**src/rtl/xa_pkg.sv**
```systemverilog
`timescale 1ns/1ps
package xa_pkg;

  // one scan bit together with its unknown marker
  typedef struct packed {
    logic d;
    logic x;
  } xa_bit_t;

  localparam xa_bit_t XA_EMPTY = '{d: 1'b0, x: 1'b0};

endpackage

```
**src/rtl/xa_cfg_bank.sv**
```systemverilog
`timescale 1ns/1ps
module xa_cfg_bank #(
  parameter int N_CHAINS  = 8,
  parameter int MAX_DELAY = 7,
  localparam int DW = $clog2(MAX_DELAY + 1),
  localparam int SW = (N_CHAINS > 1) ? $clog2(N_CHAINS) : 1
) (
  input  logic                         clk,
  input  logic                         rst_n,
  input  logic                         wr_en,
  input  logic [SW-1:0]                wr_sel,
  input  logic [DW-1:0]                wr_val,
  output logic [N_CHAINS-1:0][DW-1:0]  dly,
  output logic [DW-1:0]                dly_min
);

  logic [N_CHAINS-1:0][DW-1:0] dly_q, dly_d;

  always_comb begin
    dly_d = dly_q;
    for (int i = 0; i < N_CHAINS; i++) begin
      if (wr_en && (wr_sel == SW'(i))) dly_d[i] = wr_val;
    end
  end

  always_ff @(posedge clk or negedge rst_n) begin
    if (!rst_n) begin
      dly_q <= '0;
    end else if (wr_en) begin
      dly_q <= dly_d;
    end
  end

  // smallest programmed skew, used to open the valid window
  always_comb begin
    dly_min = dly_q[0];
    for (int i = 1; i < N_CHAINS; i++) begin
      if (dly_q[i] < dly_min) dly_min = dly_q[i];
    end
  end

  assign dly = dly_q;

endmodule

```
**src/rtl/xa_skew_line.sv**
```systemverilog
`timescale 1ns/1ps
module xa_skew_line
  import xa_pkg::*;
#(
  parameter int MAX_DELAY = 7,
  localparam int DW = $clog2(MAX_DELAY + 1)
) (
  input  logic          clk,
  input  logic          rst_n,
  input  logic          shift_en,
  input  xa_bit_t       din,
  input  logic [DW-1:0] dly,
  output xa_bit_t       tap
);

  xa_bit_t stage_q [MAX_DELAY];
  xa_bit_t stage_d [MAX_DELAY];

  // shift while unloading, empty the line whenever shifting stops
  always_comb begin
    for (int k = 0; k < MAX_DELAY; k++) begin
      if (!shift_en) begin
        stage_d[k] = XA_EMPTY;
      end else if (k == 0) begin
        stage_d[k] = din;
      end else begin
        stage_d[k] = stage_q[k-1];
      end
    end
  end

  always_ff @(posedge clk or negedge rst_n) begin
    if (!rst_n) begin
      for (int k = 0; k < MAX_DELAY; k++) stage_q[k] <= XA_EMPTY;
    end else begin
      for (int k = 0; k < MAX_DELAY; k++) stage_q[k] <= stage_d[k];
    end
  end

  // tap select: 0 passes the live bit, k picks the bit from k cycles back
  always_comb begin
    tap = din;
    for (int k = 1; k <= MAX_DELAY; k++) begin
      if (dly == DW'(k)) tap = stage_q[k-1];
    end
  end

endmodule

```
**src/rtl/xa_parity_tree.sv**
```systemverilog
`timescale 1ns/1ps
module xa_parity_tree
  import xa_pkg::*;
#(
  parameter int N_LEAVES = 8,
  localparam int LVLS = (N_LEAVES > 1) ? $clog2(N_LEAVES) : 0,
  localparam int PAD  = 1 << LVLS
) (
  input  xa_bit_t [N_LEAVES-1:0] leaf,
  output xa_bit_t                root
);

  for (genvar lv = 0; lv <= LVLS; lv++) begin : g_lvl
    localparam int W = PAD >> lv;
    xa_bit_t v [W];
    if (lv == 0) begin : g_leaf
      for (genvar i = 0; i < W; i++) begin : g_in
        if (i < N_LEAVES) begin : g_real
          assign v[i] = leaf[i];
        end else begin : g_pad
          assign v[i] = XA_EMPTY;
        end
      end
    end else begin : g_node
      for (genvar i = 0; i < W; i++) begin : g_pair
        assign v[i] = '{d: g_lvl[lv-1].v[2*i].d ^ g_lvl[lv-1].v[2*i+1].d,
                        x: g_lvl[lv-1].v[2*i].x | g_lvl[lv-1].v[2*i+1].x};
      end
    end
  end

  assign root = g_lvl[LVLS].v[0];

endmodule

```
**src/rtl/xalign_compactor.sv**
```systemverilog
`timescale 1ns/1ps
module xalign_compactor
  import xa_pkg::*;
#(
  parameter int N_CHAINS  = 8,
  parameter int MAX_DELAY = 7,
  localparam int DW = $clog2(MAX_DELAY + 1),
  localparam int SW = (N_CHAINS > 1) ? $clog2(N_CHAINS) : 1
) (
  input  logic                clk,
  input  logic                rst_n,
  input  logic                shift_en,
  input  logic                cfg_we,
  input  logic [SW-1:0]       cfg_sel,
  input  logic [DW-1:0]       cfg_delay,
  input  logic [N_CHAINS-1:0] chain_data,
  input  logic [N_CHAINS-1:0] chain_x,
  output logic                par_out,
  output logic                x_out,
  output logic                out_valid
);

  logic [N_CHAINS-1:0][DW-1:0] cfg_flat;
  logic [DW-1:0]               dly_min;
  xa_bit_t [N_CHAINS-1:0]      aligned;
  xa_bit_t                     slice;

  logic [DW-1:0] cnt_q, cnt_d;
  logic          par_q, par_d;
  logic          xf_q, xf_d;
  logic          vld_q, vld_d;

  xa_cfg_bank #(
    .N_CHAINS (N_CHAINS),
    .MAX_DELAY(MAX_DELAY)
  ) u_cfg (
    .clk    (clk),
    .rst_n  (rst_n),
    .wr_en  (cfg_we & ~shift_en),
    .wr_sel (cfg_sel),
    .wr_val (cfg_delay),
    .dly    (cfg_flat),
    .dly_min(dly_min)
  );

  for (genvar i = 0; i < N_CHAINS; i++) begin : g_chain
    xa_skew_line #(
      .MAX_DELAY(MAX_DELAY)
    ) u_line (
      .clk     (clk),
      .rst_n   (rst_n),
      .shift_en(shift_en),
      .din     ('{d: chain_data[i], x: chain_x[i]}),
      .dly     (cfg_flat[i]),
      .tap     (aligned[i])
    );
  end

  xa_parity_tree #(
    .N_LEAVES(N_CHAINS)
  ) u_tree (
    .leaf(aligned),
    .root(slice)
  );

  // slice counter saturates once past every possible skew
  always_comb begin
    cnt_d = '0;
    par_d = 1'b0;
    xf_d  = 1'b0;
    vld_d = 1'b0;
    if (shift_en) begin
      cnt_d = (cnt_q == DW'(MAX_DELAY)) ? cnt_q : cnt_q + 1'b1;
      par_d = slice.d;
      xf_d  = slice.x;
      vld_d = (cnt_q >= dly_min);
    end
  end

  always_ff @(posedge clk or negedge rst_n) begin
    if (!rst_n) begin
      cnt_q <= '0;
      par_q <= 1'b0;
      xf_q  <= 1'b0;
      vld_q <= 1'b0;
    end else begin
      cnt_q <= cnt_d;
      par_q <= par_d;
      xf_q  <= xf_d;
      vld_q <= vld_d;
    end
  end

  assign par_out   = par_q;
  assign x_out     = xf_q;
  assign out_valid = vld_q;

endmodule

```
**config.mk**
```make
export PLATFORM = sky130hd
export DESIGN_NAME = xalign_compactor
export DESIGN_NICKNAME = d
export VERILOG_FILES = /design/src/rtl/xa_pkg.sv /design/src/rtl/xa_cfg_bank.sv /design/src/rtl/xa_skew_line.sv /design/src/rtl/xa_parity_tree.sv /design/src/rtl/xalign_compactor.sv
export SDC_FILE = /design/constraint.sdc
export NUM_CORES = 1
export LEC_CHECK = 0
export CAP_MARGIN = 20
export CORE_MARGIN = 1.5
export CORE_UTILIZATION = 55
export CTS_CLUSTER_SIZE = 10
export DETAILED_ROUTE_END_ITERATION = 8
export PLACE_DENSITY = 0.71
export REMOVE_ABC_BUFFERS = 1
export SLEW_MARGIN = 5
export SYNTH_ARGS = -nofsm -noshare
export SYNTH_HDL_FRONTEND = slang
export SYNTH_SLANG_ARGS = --single-unit
```
**constraint.sdc**
```tcl
create_clock -name clk -period 12.4 [get_ports clk]
set_input_delay 2.48 -clock clk [delete_from_list [all_inputs] [get_ports clk]]
set_output_delay 2.48 -clock clk [all_outputs]
set_load 0.02 [all_outputs]
```
# After elaboration in Yosys (flattened, before gate mapping)
# Index checks and enable logic that the tools add are counted.
# op_classes
add_sub_neg,1
n_mul,0
div_mod_pow,0
n_lt_le_gt_ge,8
eq_ne,65
shifts,0
n_mux,124
n_bitwise,16
n_reduce_logical,17
# ops
cell,count
$mux 2,112
$eq 3x3->1 const B,37
$eq 3x2->1 const B,18
$eq 3x1->1 const B,9
$mux 3,9
$lt 3x3->1,7
$reduce_and 2->1,8
$logic_and 1x1->1,8
$or 1x1->1,7
$xor 1x1->1,7
$add 3x1->3 const B,1
$ge 3x3->1,1
$logic_not 3->1,1
$mux 1,3
$ne 2x2->1 const B,1
$and 1x1->1,1
$not 1->1,1
# word_totals
ff_bits,142
latchBits,0
ram_bits,0
romBits,0
input_bits,26
out_inout_bits,3
wordCells,355
memories,0

# Depth between registers and ports, before layout
# depth
word_depth,16
depth_mapped,32
mapped_depth_nobuf,32

# Hierarchy
# From an unflattened synthesis, not the netlist that was laid out.
# unflattened
cells_unflattened,619
hier_area_um2,7044.3
# by_module_without_submodules
mod,instances,cells_each,area_each_um2,seq_area_each_um2
xa_skew_line,8,52,619.3,350.3
xa_cfg_bank,1,165,1699.1,600.6
xalign_compactor,1,28,312.8,150.1
xa_parity_tree,1,10,77.6,0.0

# Worst setup path after synthesis
# No wires, ideal clock.
# synth_path
path_kind,reg-to-reg
start,"register u_cfg.dly_q, in the netlist u_cfg.dly[1]"
end,register vld_q (netlist: out_valid)
setup_time_ps,119
t_arrival_ps,5173
required_ps,12281
path_slack_ps,7107
stages_incl_launch_ff,32
path_buffers,1
period_less_slack_ps,5293
cell_sequence,dfrtp_1 > clkbuf_1 > inv_1 > ha_1 > nand2_1 > o21ai_2 > mux2_4 > a21oi_1 > o22ai_1 > ha_1 > inv_1 > a221o_1 > o311ai_1 > inv_1 > ha_1 > nor2_1 > nor2_1 > nor2_1 > inv_1 > o41ai_2 > mux2_2 > inv_1 > ha_1 > nor2_1 > o21bai_1 > o41ai_4 > mux2i_1 > ha_1 > nand2b_1 > a21o_1 > a21oi_1 > nor2b_1
# synth_via
elab_chain_cells,16
# synth_lines
element,line,rtl
"start, declared",xa_cfg_bank.sv:17,"logic [N_CHAINS-1:0][DW-1:0] dly_q, dly_d;"
"start signal, assigned",xa_cfg_bank.sv:30,dly_q <= dly_d;
$lt 3x3->1,xa_cfg_bank.sv:38,if (dly_q[i] < dly_min) dly_min = dly_q[i];
$mux 3 *,xa_cfg_bank.sv:38,
$lt 3x3->1,xa_cfg_bank.sv:38,
$mux 3 *,xa_cfg_bank.sv:38,
$lt 3x3->1,xa_cfg_bank.sv:38,
$mux 3 *,xa_cfg_bank.sv:38,
$lt 3x3->1,xa_cfg_bank.sv:38,
$mux 3 *,xa_cfg_bank.sv:38,
$lt 3x3->1,xa_cfg_bank.sv:38,
$mux 3 *,xa_cfg_bank.sv:38,
$lt 3x3->1,xa_cfg_bank.sv:38,
$mux 3 *,xa_cfg_bank.sv:38,
$lt 3x3->1,xa_cfg_bank.sv:38,
$mux 3 *,xa_cfg_bank.sv:38,
$ge 3x3->1 *,xalign_compactor.sv:76,vld_d = (cnt_q >= dly_min);
$mux 1 *,xalign_compactor.sv:72,if (shift_en) begin
via vld_d,xalign_compactor.sv:31,"logic vld_q, vld_d;"
"end signal, assigned",xalign_compactor.sv:90,vld_q <= vld_d;
"end, declared",xalign_compactor.sv:31,
# Mark *: on every way through the listed nets, which the timed path passes. The rest lies on a longest branch.
# A chain may end at the register's enable or synchronous reset.

# Worst setup path after layout
# layout_path
start,"register u_cfg.dly_q, in the netlist u_cfg.dly[5]"
end,register vld_q (netlist: out_valid)
# Same word-level chain as after synthesis.

==> out/results.ini <==
[run_status]
status = complete, no violations

[die]
die_h_um = 114
start_util_pct = 56.5
die_w_um = 114
std_cell_rows = 40
die_area_um2 = 13100
core_um2 = 12100
ios = 29

[final_layout]
layout_common_cells = 142 x dfrtp_1, 115 x and2_1, 26 x mux2_2, 26 x clkdlybuf4s50_1
multi_input_area_um2 = 3040
regArea_um2 = 3550
nFillCells = 942
areaGrowthSynthToFinish_pct = 14.4
final_common_cell = dfrtp_1
final_cells = 774
final_core_util_pct = 64.6
fin_nets = 642
antenna_cells = 0
layout-drive-gt1-share_pct = 14.4

[placement]
placedCellCount = 741
dpl.hpwl_um = 8560
place_congestion = 0.838
io_buffer_count = 28

[clock_tree]
cts_tree = yes
cts_max_level = 4
clk_latency_ns = 0.43
clk_pin_slew_ns = 0.06
clockBufferDepth = 2
cts_buffers = 17
postCtsSetupBuffers = 0
numClockSinks = 142
cts-resized-gates = 0
hold_buffers = 0
cts-root-buf = clkbuf_16

[power]
p_total_mw = 1.40
powerDensity_nw_per_um2 = 179
peakVddDrop_uv = 182
leakagePower_nw = 3.59

[detailed_routing]
wirelength_um = 12900
drc = 0
vias = 4255
wl_per_cell_um = 16.7
via_per_inst = 5.50
first_pass_iters = 4
final_antenna_net_count = 0
drt_iter0_markers = 209

[timing]
hold_viol = 0
slew_headroom_pct = 42.5
period_minus_slack_ns = 5.98
rsz0062_at_grt = false
skew_ns = 0.0197
fin_setup_tns_ns = 0
hold_slack_ns = 0.469
worst_pin_slew_ns = 0.862
fin_crit_sh_pct = 48.2
finalMaxSlewViolations = 0
setup_viol = 0
fmax_ghz = 0.167

[setup_path]
r2r_cells = 31
cp_slowest_stage_delay_ns = 0.61
worstReg2RegStart = u_cfg.dly[5]$_DFFE_PN0P_
path_max_fanout = 14
cp_num_buf_inv = 5
reg2reg_to = out_valid$_DFF_PN0_
critPathTopFamily = compound AO/OA/AOI/OAI gates
cp_data_required_time_ns = 12.72
crit_arrival_ns = 6.29
critPathCaptureType = register
crit_slowest_cell = dfrtp_1
worst_path_most_repeated_cell = ha_1
cp-start-kind = register
reg2reg_slack_ns = 6.42
critical_path_class = register to register

[min_path]
worstHoldStart = g_chain[4].u_line.stage_q[9]$_DFF_PN0_
min_to = g_chain[4].u_line.stage_q[7]$_DFF_PN0_
hold_class = register to register
holdPathStages = 1

[yosys]
syn_avg_cell_area_um2 = 11.9
synth_cells = 575
syn_area_um2 = 6820
async_reset_ff_share_pct = 100
synth_edf_count = 0
ys_types = 58
yosysWarnings = 0
synth_ff_type = dfrtp_1
yosysSeqAreaShare_pct = 52.1
ys_ff_latch = 142

[global_routing]
grt_overflow_total = 0
grtUsageTotal_pct = 22.0
grt_pass1_vias = 4393
antenna_found_initial = 0
grt_pass1_wl_um = 21800
grt_max_degree = 121

[run]
cap_viol_max_count = 0

area by class of cell:
class                      instances  share of cell area [%]
sequential                       142                    45.6
clock buffer                      20                    5.73
multi-input combinational        377                    39.0
timing repair buffer              31                    4.09
inverter                          24                    1.16
clock inverter                    12                    1.77
tap                              168                    2.70
registers in the layout, summed over array words and instances, names as in the netlist:
register                count
g_chain.u_line.stage_q    112
u_cfg.dly                  24
cnt_q                       3
out_valid                   1
par_out                     1
x_out                       1
kinds of logic (layout without fill, tap and decap cells):
family,Yosys count,in the layout,share of synthesized area [%]
simple gates,201,201,17.2
mux,69,69,14.2
fa+ha+maj,23,23,4.22
xor+xnor,8,8,1.03
buf+inv,56,87,3.27
compound gates,76,76,8.02
flops,142,142,52.1
layer usage:
metal | vias to the layer above | track usage, % | routed length (um)
met4 | 0 | 8.25 | 174
met5 | - | 0 | 0
li1 | 2021 | - | -
met3 | 8 | 6.03 | 406
met2 | 65 | 36.0 | 6580
met1 | 2161 | 28.2 | 5770
metrics by stage:
stage / instance area, um^2 / setup slack, ns
final: 7800 / 6.42
after CTS: 7770 / 6.41
after global placement: 7190 / 6.81
after global routing: 7800 / 5.91
after floorplan: 6680 / 7.10
after detailed placement: 7190 / 6.44
report_power, final:
part	switching, mW	internal (mW)
sequential	0.0669	0.493
combinational	0.162	0.177
clock	0.195	0.303
worst max path at each step:
stage          slack (ns)  cells past startpoint                     start             endpoint
2_1_floorplan        7.10                     30  u_cfg.dly[5]$_DFFE_PN0P_  out_valid$_DFF_PN0_
4_1_cts              6.41                     31  u_cfg.dly[5]$_DFFE_PN0P_  out_valid$_DFF_PN0_
6_report             6.42                     31  u_cfg.dly[5]$_DFFE_PN0P_  out_valid$_DFF_PN0_
3_5_place_dp         6.44                     31  u_cfg.dly[5]$_DFFE_PN0P_  out_valid$_DFF_PN0_
3_3_place_gp         6.81                     31  u_cfg.dly[5]$_DFFE_PN0P_  out_valid$_DFF_PN0_
5_1_grt              5.91                     31  u_cfg.dly[5]$_DFFE_PN0P_  out_valid$_DFF_PN0_
cell usage after synthesis (2+ instances only):
library cell,instances,area [um^2]
nor3_1,3,15.0
nor2b_1,8,50.1
o311ai_1,2,17.5
o22ai_1,6,37.5
nor2_1,24,90.1
a31oi_1,6,37.5
mux2_2,26,293
and2_1,115,719
inv_1,23,86.3
nand3b_1,4,30.0
a21oi_2,2,17.5
ha_1,23,288
a211oi_1,3,22.5
o31a_1,2,17.5
o21ai_0,14,70.1
o211ai_1,4,30.0
nand2_1,16,60.1
mux4_1,3,78.8
mux4_2,15,338
nor3b_1,4,30.0
dfrtp_1,142,3550
nand4_1,4,25.0
a22oi_1,2,15.0
nand3_1,8,40.0
xnor2_1,8,70.1
mux2i_1,24,240
clkbuf_1,28,105
a21o_1,2,15.0
a21oi_1,16,80.1
nand2b_1,8,50.1
nand4b_1,3,26.3
worst reg2reg max path, delay by kind of cell, from the launching register on:
kind	cells	cell delay [ns]
AOI/OAI and AO/OA	10	1.78
adders and majority gates	6	1.59
muxes	3	0.84
and+or+nand+nor	7	0.75
DFF	1	0.61
buffers and inverters	5	0.32
Power figures use the tool's default switching activity.
